$ cat config.mk
export PLATFORM = sky130hd
export DESIGN_NAME = cmp_timer_top
export DESIGN_NICKNAME = d
export VERILOG_FILES = /design/src/rtl/cmp_timer_pkg.sv /design/src/rtl/cmp_timer_regs.sv /design/src/rtl/cmp_timer_stages.sv /design/src/rtl/cmp_timer_outmux.sv /design/src/rtl/cmp_timer_top.sv
export SDC_FILE = /design/constraint.sdc
export NUM_CORES = 1
export LEC_CHECK = 0
export ABC_AREA = 1
export BUFFER_PORTS_ARGS = -buffer_cell sky130_fd_sc_hd__buf_2
export CORE_ASPECT_RATIO = 1.5
export CORE_MARGIN = 2
export CORE_UTILIZATION = 60
export CTS_CLUSTER_DIAMETER = 150
export DETAILED_ROUTE_END_ITERATION = 8
export GPL_ROUTABILITY_DRIVEN = 0
export PLACE_DENSITY = 0.8
export SLEW_MARGIN = 40
export SYNTH_ARGS = -nofsm -noshare
export SYNTH_HDL_FRONTEND = slang
export SYNTH_SLANG_ARGS = --single-unit
$ cat constraint.sdc
create_clock -name clk -period 2.5 [get_ports clk]
set_clock_uncertainty 0.1 [all_clocks]
set_input_delay 0.5 -clock clk [delete_from_list [all_inputs] [get_ports clk]]
set_output_delay 0.5 -clock clk [all_outputs]
set_load 0.05 [all_outputs]
$ cat src/rtl/cmp_timer_pkg.sv
package cmp_timer_pkg;

    localparam int LO_W_DEF   = 4;
    localparam int HI_W_DEF   = 8;
    localparam int ADDR_W_DEF = 2;
    localparam int DATA_W_DEF = 8;

    localparam int A_CTRL   = 0;
    localparam int A_CMP_LO = 1;
    localparam int A_CMP_HI = 2;

    typedef enum logic [2:0] {
        OS_OFF     = 3'b000,
        OS_PWM     = 3'b001,
        OS_PASS    = 3'b010,
        OS_MANCH   = 3'b011,
        OS_BIPH    = 3'b100,
        OS_BRST_SD = 3'b101,
        OS_BRST_FF = 3'b110,
        OS_TOGGLE  = 3'b111
    } osel_e;

    typedef struct packed {
        logic  irq_en;
        osel_e osel;
        logic  fuse;
        logic  run;
    } ctrl_t;

    localparam int CTRL_W = $bits(ctrl_t);

    function automatic logic mode_active(osel_e o);
        return o != OS_OFF;
    endfunction

endpackage

$ cat src/rtl/cmp_timer_regs.sv
module cmp_timer_regs
    import cmp_timer_pkg::*;
#(
    parameter int LO_W   = LO_W_DEF,
    parameter int HI_W   = HI_W_DEF,
    parameter int ADDR_W = ADDR_W_DEF,
    parameter int DATA_W = DATA_W_DEF
) (
    input  logic              clk,
    input  logic              rst,
    input  logic              wr_en,
    input  logic [ADDR_W-1:0] wr_addr,
    input  logic [DATA_W-1:0] wr_data,
    output ctrl_t             ctrl_q,
    output logic [LO_W-1:0]   cmp_lo_q,
    output logic [HI_W-1:0]   cmp_hi_q,
    output logic              wr_lo,
    output logic              wr_hi
);

    assign wr_lo = wr_en && (wr_addr == ADDR_W'(A_CMP_LO));
    assign wr_hi = wr_en && (wr_addr == ADDR_W'(A_CMP_HI));

    always_ff @(posedge clk) begin
        if (rst) begin
            ctrl_q   <= '0;
            cmp_lo_q <= '0;
            cmp_hi_q <= '0;
        end else if (wr_en) begin
            if (wr_addr == ADDR_W'(A_CTRL))
                ctrl_q <= ctrl_t'(wr_data[CTRL_W-1:0]);
            if (wr_lo)
                cmp_lo_q <= wr_data[LO_W-1:0];
            if (wr_hi)
                cmp_hi_q <= wr_data[HI_W-1:0];
        end
    end

endmodule

$ cat src/rtl/cmp_timer_stages.sv
module cmp_timer_stages #(
    parameter int LO_W = 4,
    parameter int HI_W = 8
) (
    input  logic            clk,
    input  logic            rst,
    input  logic            run,
    input  logic            fuse,
    input  logic [LO_W-1:0] cmp_lo,
    input  logic [HI_W-1:0] cmp_hi,
    input  logic            wr_lo,
    input  logic            wr_hi,
    output logic            evt,
    output logic            pwm_lvl
);

    localparam int FW = LO_W + HI_W;

    logic [LO_W-1:0] cnt_lo;
    logic [HI_W-1:0] cnt_hi;
    logic [FW-1:0]   cnt_f;
    logic [FW-1:0]   cmp_f;
    logic            lo_hit, hi_hit, f_hit;
    logic            lo_evt, hi_evt, f_evt;

    assign cnt_f  = {cnt_hi, cnt_lo};
    assign cmp_f  = {cmp_hi, cmp_lo};
    assign lo_hit = (cnt_lo == cmp_lo);
    assign hi_hit = (cnt_hi == cmp_hi);
    assign f_hit  = (cnt_f == cmp_f);

    // Matches coinciding with a compare write are dropped.
    assign lo_evt = run && !fuse && lo_hit && !wr_lo;
    assign hi_evt = lo_evt && hi_hit && !wr_hi;
    assign f_evt  = run && fuse && f_hit && !(wr_lo || wr_hi);
    assign evt    = fuse ? f_evt : hi_evt;

    assign pwm_lvl = fuse ? (cnt_f < cmp_f) : (cnt_hi < cmp_hi);

    always_ff @(posedge clk) begin
        if (rst) begin
            cnt_lo <= '0;
            cnt_hi <= '0;
        end else if (run) begin
            if (fuse) begin
                {cnt_hi, cnt_lo} <= f_evt ? '0 : cnt_f + 1'b1;
            end else begin
                cnt_lo <= lo_evt ? '0 : cnt_lo + 1'b1;
                if (lo_evt)
                    cnt_hi <= hi_evt ? '0 : cnt_hi + 1'b1;
            end
        end
    end

    // in split mode the high stage only moves on a low-stage match
    a_r2_hi_hold: assert property (@(posedge clk) disable iff (rst)
        (!fuse && !lo_evt) |=> ($stable(cnt_hi) || rst));

    // a fused match restarts the whole 12-bit count
    a_r3_fused_reload: assert property (@(posedge clk) disable iff (rst)
        (fuse && evt) |=> ((cnt_f == '0) || rst));

endmodule

$ cat src/rtl/cmp_timer_outmux.sv
module cmp_timer_outmux
    import cmp_timer_pkg::*;
(
    input  logic  clk,
    input  logic  rst,
    input  logic  evt,
    input  logic  pwm_lvl,
    input  logic  sdata,
    input  logic  burst_in,
    input  osel_e osel,
    output logic  tmr_out,
    output logic  flop_q
);

    logic bp_q;

    // flop_q doubles as the half-bit phase: 0 = first half of a bit
    always_ff @(posedge clk) begin
        if (rst) begin
            flop_q <= 1'b0;
            bp_q   <= 1'b0;
        end else if (evt) begin
            flop_q <= ~flop_q;
            if (flop_q || !sdata)
                bp_q <= ~bp_q;
        end
    end

    always_comb begin
        case (osel)
            OS_TOGGLE:  tmr_out = flop_q;
            OS_BRST_FF: tmr_out = burst_in & flop_q;
            OS_BRST_SD: tmr_out = burst_in & sdata;
            OS_BIPH:    tmr_out = bp_q;
            OS_MANCH:   tmr_out = sdata ^ flop_q;
            OS_PASS:    tmr_out = sdata;
            OS_PWM:     tmr_out = pwm_lvl;
            default:    tmr_out = 1'b0;
        endcase
    end

    // every event flips the output flip-flop
    a_r4_flop_flips: assert property (@(posedge clk) disable iff (rst)
        evt |=> ((flop_q != $past(flop_q)) || rst));

    // biphase line always changes at a bit boundary
    a_r9_bit_edge: assert property (@(posedge clk) disable iff (rst)
        (evt && flop_q && osel == OS_BIPH) |=> ((bp_q != $past(bp_q)) || rst));

    // passthrough follows the serial bit
    a_r10_pass: assert property (@(posedge clk) disable iff (rst)
        (osel == OS_PASS) |-> (tmr_out == sdata));

    // forbidden code keeps the pin low
    a_r12_off_low: assert property (@(posedge clk) disable iff (rst)
        (osel == OS_OFF) |-> !tmr_out);

endmodule

$ cat src/rtl/cmp_timer_top.sv
module cmp_timer_top
    import cmp_timer_pkg::*;
#(
    parameter int LO_W   = LO_W_DEF,
    parameter int HI_W   = HI_W_DEF,
    parameter int ADDR_W = ADDR_W_DEF,
    parameter int DATA_W = DATA_W_DEF
) (
    input  logic              clk,
    input  logic              rst,
    input  logic              wr_en,
    input  logic [ADDR_W-1:0] wr_addr,
    input  logic [DATA_W-1:0] wr_data,
    input  logic              sdata,
    input  logic              burst_in,
    output logic              tmr_out,
    output logic              irq,
    output logic              port_en,
    output logic              mode_err
);

    ctrl_t           ctrl_q;
    logic [LO_W-1:0] cmp_lo_q;
    logic [HI_W-1:0] cmp_hi_q;
    logic            wr_lo, wr_hi;
    logic            evt, pwm_lvl, flop_q;

    cmp_timer_regs #(
        .LO_W(LO_W), .HI_W(HI_W), .ADDR_W(ADDR_W), .DATA_W(DATA_W)
    ) regs_i (
        .clk(clk), .rst(rst), .wr_en(wr_en), .wr_addr(wr_addr),
        .wr_data(wr_data), .ctrl_q(ctrl_q), .cmp_lo_q(cmp_lo_q),
        .cmp_hi_q(cmp_hi_q), .wr_lo(wr_lo), .wr_hi(wr_hi)
    );

    cmp_timer_stages #(
        .LO_W(LO_W), .HI_W(HI_W)
    ) stages_i (
        .clk(clk), .rst(rst), .run(ctrl_q.run), .fuse(ctrl_q.fuse),
        .cmp_lo(cmp_lo_q), .cmp_hi(cmp_hi_q), .wr_lo(wr_lo), .wr_hi(wr_hi),
        .evt(evt), .pwm_lvl(pwm_lvl)
    );

    cmp_timer_outmux outmux_i (
        .clk(clk), .rst(rst), .evt(evt), .pwm_lvl(pwm_lvl), .sdata(sdata),
        .burst_in(burst_in), .osel(ctrl_q.osel), .tmr_out(tmr_out),
        .flop_q(flop_q)
    );

    assign port_en  = mode_active(ctrl_q.osel);
    assign mode_err = !port_en;

    always_ff @(posedge clk) begin
        if (rst)
            irq <= 1'b0;
        else
            irq <= evt && ctrl_q.irq_en;
    end

    // an interrupt pulse always coincides with a flip-flop change
    a_r6_irq_with_flop: assert property (@(posedge clk) disable iff (rst)
        irq |-> (flop_q != $past(flop_q)));

    // interrupt is a single-cycle pulse
    a_r6_irq_pulse: assert property (@(posedge clk) disable iff (rst)
        irq |=> (!irq || rst || $past(ctrl_q.fuse && cmp_lo_q == '0 && cmp_hi_q == '0)
                 || $past(!ctrl_q.fuse && cmp_lo_q == '0 && cmp_hi_q == '0)));

endmodule

==> flow_metrics.tcl <==
set metrics [dict create \
    die-height_um 76.6 \
    gr-total-overflow 0 \
    dp_hpwl_mm 3.41 \
    reg2reg_depth 11 \
    final_common_cell "nand2_1" \
    num_rows 26 \
    syn_area_um2 2110 \
    yosys.area_share.simple_pct 29.2 \
    max_freq_ghz 0.421 \
    synth.avg_cell_area_um2 6.88 \
    relSlewSlack_pct 74.3 \
    worst_skew_pair.late_latency_ns 0.28 \
    die_w_um 52.4 \
    worst_slew_pin_slew_ns 0.385 \
    cts_buffers 5 \
    cp_common_cell "nand2_1" \
    period_share_pct 95.1 \
    cellLeakagePower_uw 0.00106 \
    whs_path_depth 2 \
    r2r_end "stages_i.cnt_hi[7]" \
    drive_gt1_share_pct 17.2 \
    yosysWarningCount 0 \
    total_power_uw 1190 \
    path_max_fanout 6 \
    crit_required_ns 1.90 \
    timing.setup.tns_ns 0 \
    fill_cells 297 \
    grt_use_total_pct 25.2 \
    finalHoldViolations 0 \
    dieArea_um2 4010 \
    critical_path_class "flop to output pin" \
    n_antenna_cell 0 \
    drtAntennaViolNets 0 \
    synth_cells 306 \
    clockBufferDepth 2 \
    rr_startpoint "stages_i.cnt_lo[0]" \
    syn_to_final_growth_pct 13.0 \
    top_layer_used "met4" \
    synth_top_family_by_area "simple AND/OR/NAND/NOR gates" \
    tritoncts "done" \
    cp_num_buf_inv 2 \
    cpMaxStageDelayCell "dfxtp_1" \
    worst_hold_path.endpoint "irq" \
    grt_max_degree 29 \
    pin_count 19 \
    slowest_delay_ns 0.38 \
    grt_pass1_vias 1832 \
    layout_common_cells "nand2_1, inv_1, a21oi_1" \
    min_path_type "flop to flop" \
    num_vias 2033 \
    synth_compound_area_share_pct 17.5 \
    cap_viol_max_count 0 \
    start_util_pct 62.2 \
    worst_slack_ns 0.122 \
    layout.nets 362 \
    htreeDepth 2 \
    cts.clk_slew.worst_paths_ns 0.07 \
    grt_pass1_wl_mm 7.72 \
    cp_cell_sequence "ha_1 > nand2_1 > nor2_2 > nand2_2 > inv_1 > nand2_1 > nand4_1 > nand2_1 > nand2_1 > nand2_1 > buf_6" \
    finalMaxSlewViolations 0 \
    critical-path-top-delay-family "simple AND/OR/NAND/NOR gates" \
    multi_input_area_um2 1260 \
    synthXorXnorAreaFrac_pct 2.50 \
    crit_start "stages_i.cnt_hi[0]" \
    fin_util_pct 70.3 \
    reg2reg_slack_ns 0.54 \
    core-area_um2 3380 \
    cp.arrival_ns 1.78 \
    avgViaCountPerCell 5.45 \
    first_pass_iters 4 \
    numPortBuffers 18 \
    hold_path_startpoint "regs_i.ctrl_q[5]" \
    cts_root_buffer "clkbuf_8" \
    setup-violations-final 0 \
    end_kind "output pin" \
    wire_per_inst_um 12.6 \
    dr_wl_met2_mm 2.44 \
    regArea_um2 663 \
    drt_wl_total_mm 4.69 \
    ys_types 30 \
    yosysSeqAreaShare_pct 31.4 \
    synthMuxAreaShare_pct 0 \
    synth-seq-cells 33 \
    drtIter0Drc 90 \
    synthAdderAreaFrac_pct 9.51 \
    status "completed" \
    numClockSinks 33 \
    pre_cts_slack_ns 0.281 \
    synth_fp_nets 337 \
    antenna_found_initial 0 \
    crit_path_start_kind "flop" \
    power_density_nw_per_um2 500 \
    ir_drop_mv 0.458 \
    drc 0 \
    met1_length_mm 1.99 \
    route.met3.wl_um 185 \
    fin_crit_ns 2.38 \
]
-- flip-flops by register name, indices dropped and copies added, names as in the netlist --
signal	flops
outmux_i.flop_q	1
outmux_i.bp_q	1
stages_i.cnt_lo	4
stages_i.cnt_hi	8
irq	1
regs_i.ctrl_q	6
regs_i.cmp_hi_q	8
regs_i.cmp_lo_q	4
-- worst max-delay path by stage --
stage	to	depth (start not counted)
after floorplan	tmr_out	11
after global placement	tmr_out	8
after detailed placement	tmr_out	8
after CTS	tmr_out	12
after global routing	tmr_out	12
final	tmr_out	11
-- layer usage --
layer / track usage, % / vias up
met3: 4.31 / 6
met4: 9.49 / 0
met5: 0 / -
li1: - / 1049
met2: 43.9 / 49
met1: 29.7 / 929
-- through the flow --
step                instance area (um^2)  hold WS [ns]  std cells
floorplan                           2110         0.320        306
global placement                    2240         0.332        364
detailed placement                  2240         0.333        364
CTS                                 2330         0.346        371
global route                        2380         0.383        373
finish                              2380         0.352        373
-- synth_stat cells --
cell	number	area [um^2]
buf_4	1	7.51
nand3_1	19	95.1
ha_1	16	200
a21o_1	1	7.51
nand2_4	2	22.5
nor2_2	2	12.5
dfxtp_1	33	661
a21oi_1	37	185
o21ai_1	1	5.00
xor2_1	6	52.6
o21ai_2	1	8.76
o21bai_1	1	7.51
nand2_1	57	214
nor2_4	3	33.8
buf_2	2	10.0
clkbuf_1	1	3.75
nor3_1	2	10.0
o31ai_1	1	7.51
clkinv_1	1	3.75
inv_4	1	6.26
nand4_1	5	31.3
buf_6	1	11.3
nor2_1	31	116
o21a_1	1	7.51
inv_1	41	154
nand3_2	2	20.0
nand2_2	4	25.0
inv_2	3	11.3
nand3_4	2	35.0
o21ai_0	28	140
-- kinds of logic (layout without fill, tap and decap cells) --
family / after synthesis / in the layout
and+or+nand+nor: 129 / 129
AOI/OAI and AO/OA: 71 / 71
buffers and inverters: 51 / 76
DFF: 33 / 33
adders and majority gates: 16 / 16
xor gates and xnor gates: 6 / 6
-- final cells by class --
| type | count | share of cell area (%) |
|---|---|---|
| Tap cell | 42 | 2.21 |
| Clock inverter | 1 | 0.315 |
| Clock buffer | 6 | 3.47 |
| Inverter | 46 | 7.36 |
| Timing Repair Buffer | 23 | 5.63 |
| Multi-Input combinational cell | 222 | 53.2 |
| Sequential cell | 33 | 27.9 |
-- what timing repair did --
item	in CTS	in global routing
resized for setup	2	9
pin swaps	0	2
buffers inserted	0	2
setup endpoints to repair	1	1
hold buffers	0	0
cloned	0	0
-- where the power goes --
group | internal (uW) | switching [uW]
registers | 545 | 15.7
clock network | 217 | 194
logic | 78.6 | 140
total | 841 | 350
-- worst reg2reg max path, cell delays in order (launching register included) --
cell and delay [ns]:
dfxtp_1 0.39, inv_1 0.10, ha_1 0.32, nand3_2 0.09, nor2_2 0.14, nand2_4 0.09, nor2_4 0.26, nor2_4 0.08
nand2_2 0.07, nand2_1 0.04, nor2_1 0.11, nor2_1 0.05
(Power assumes the default switching activity.)
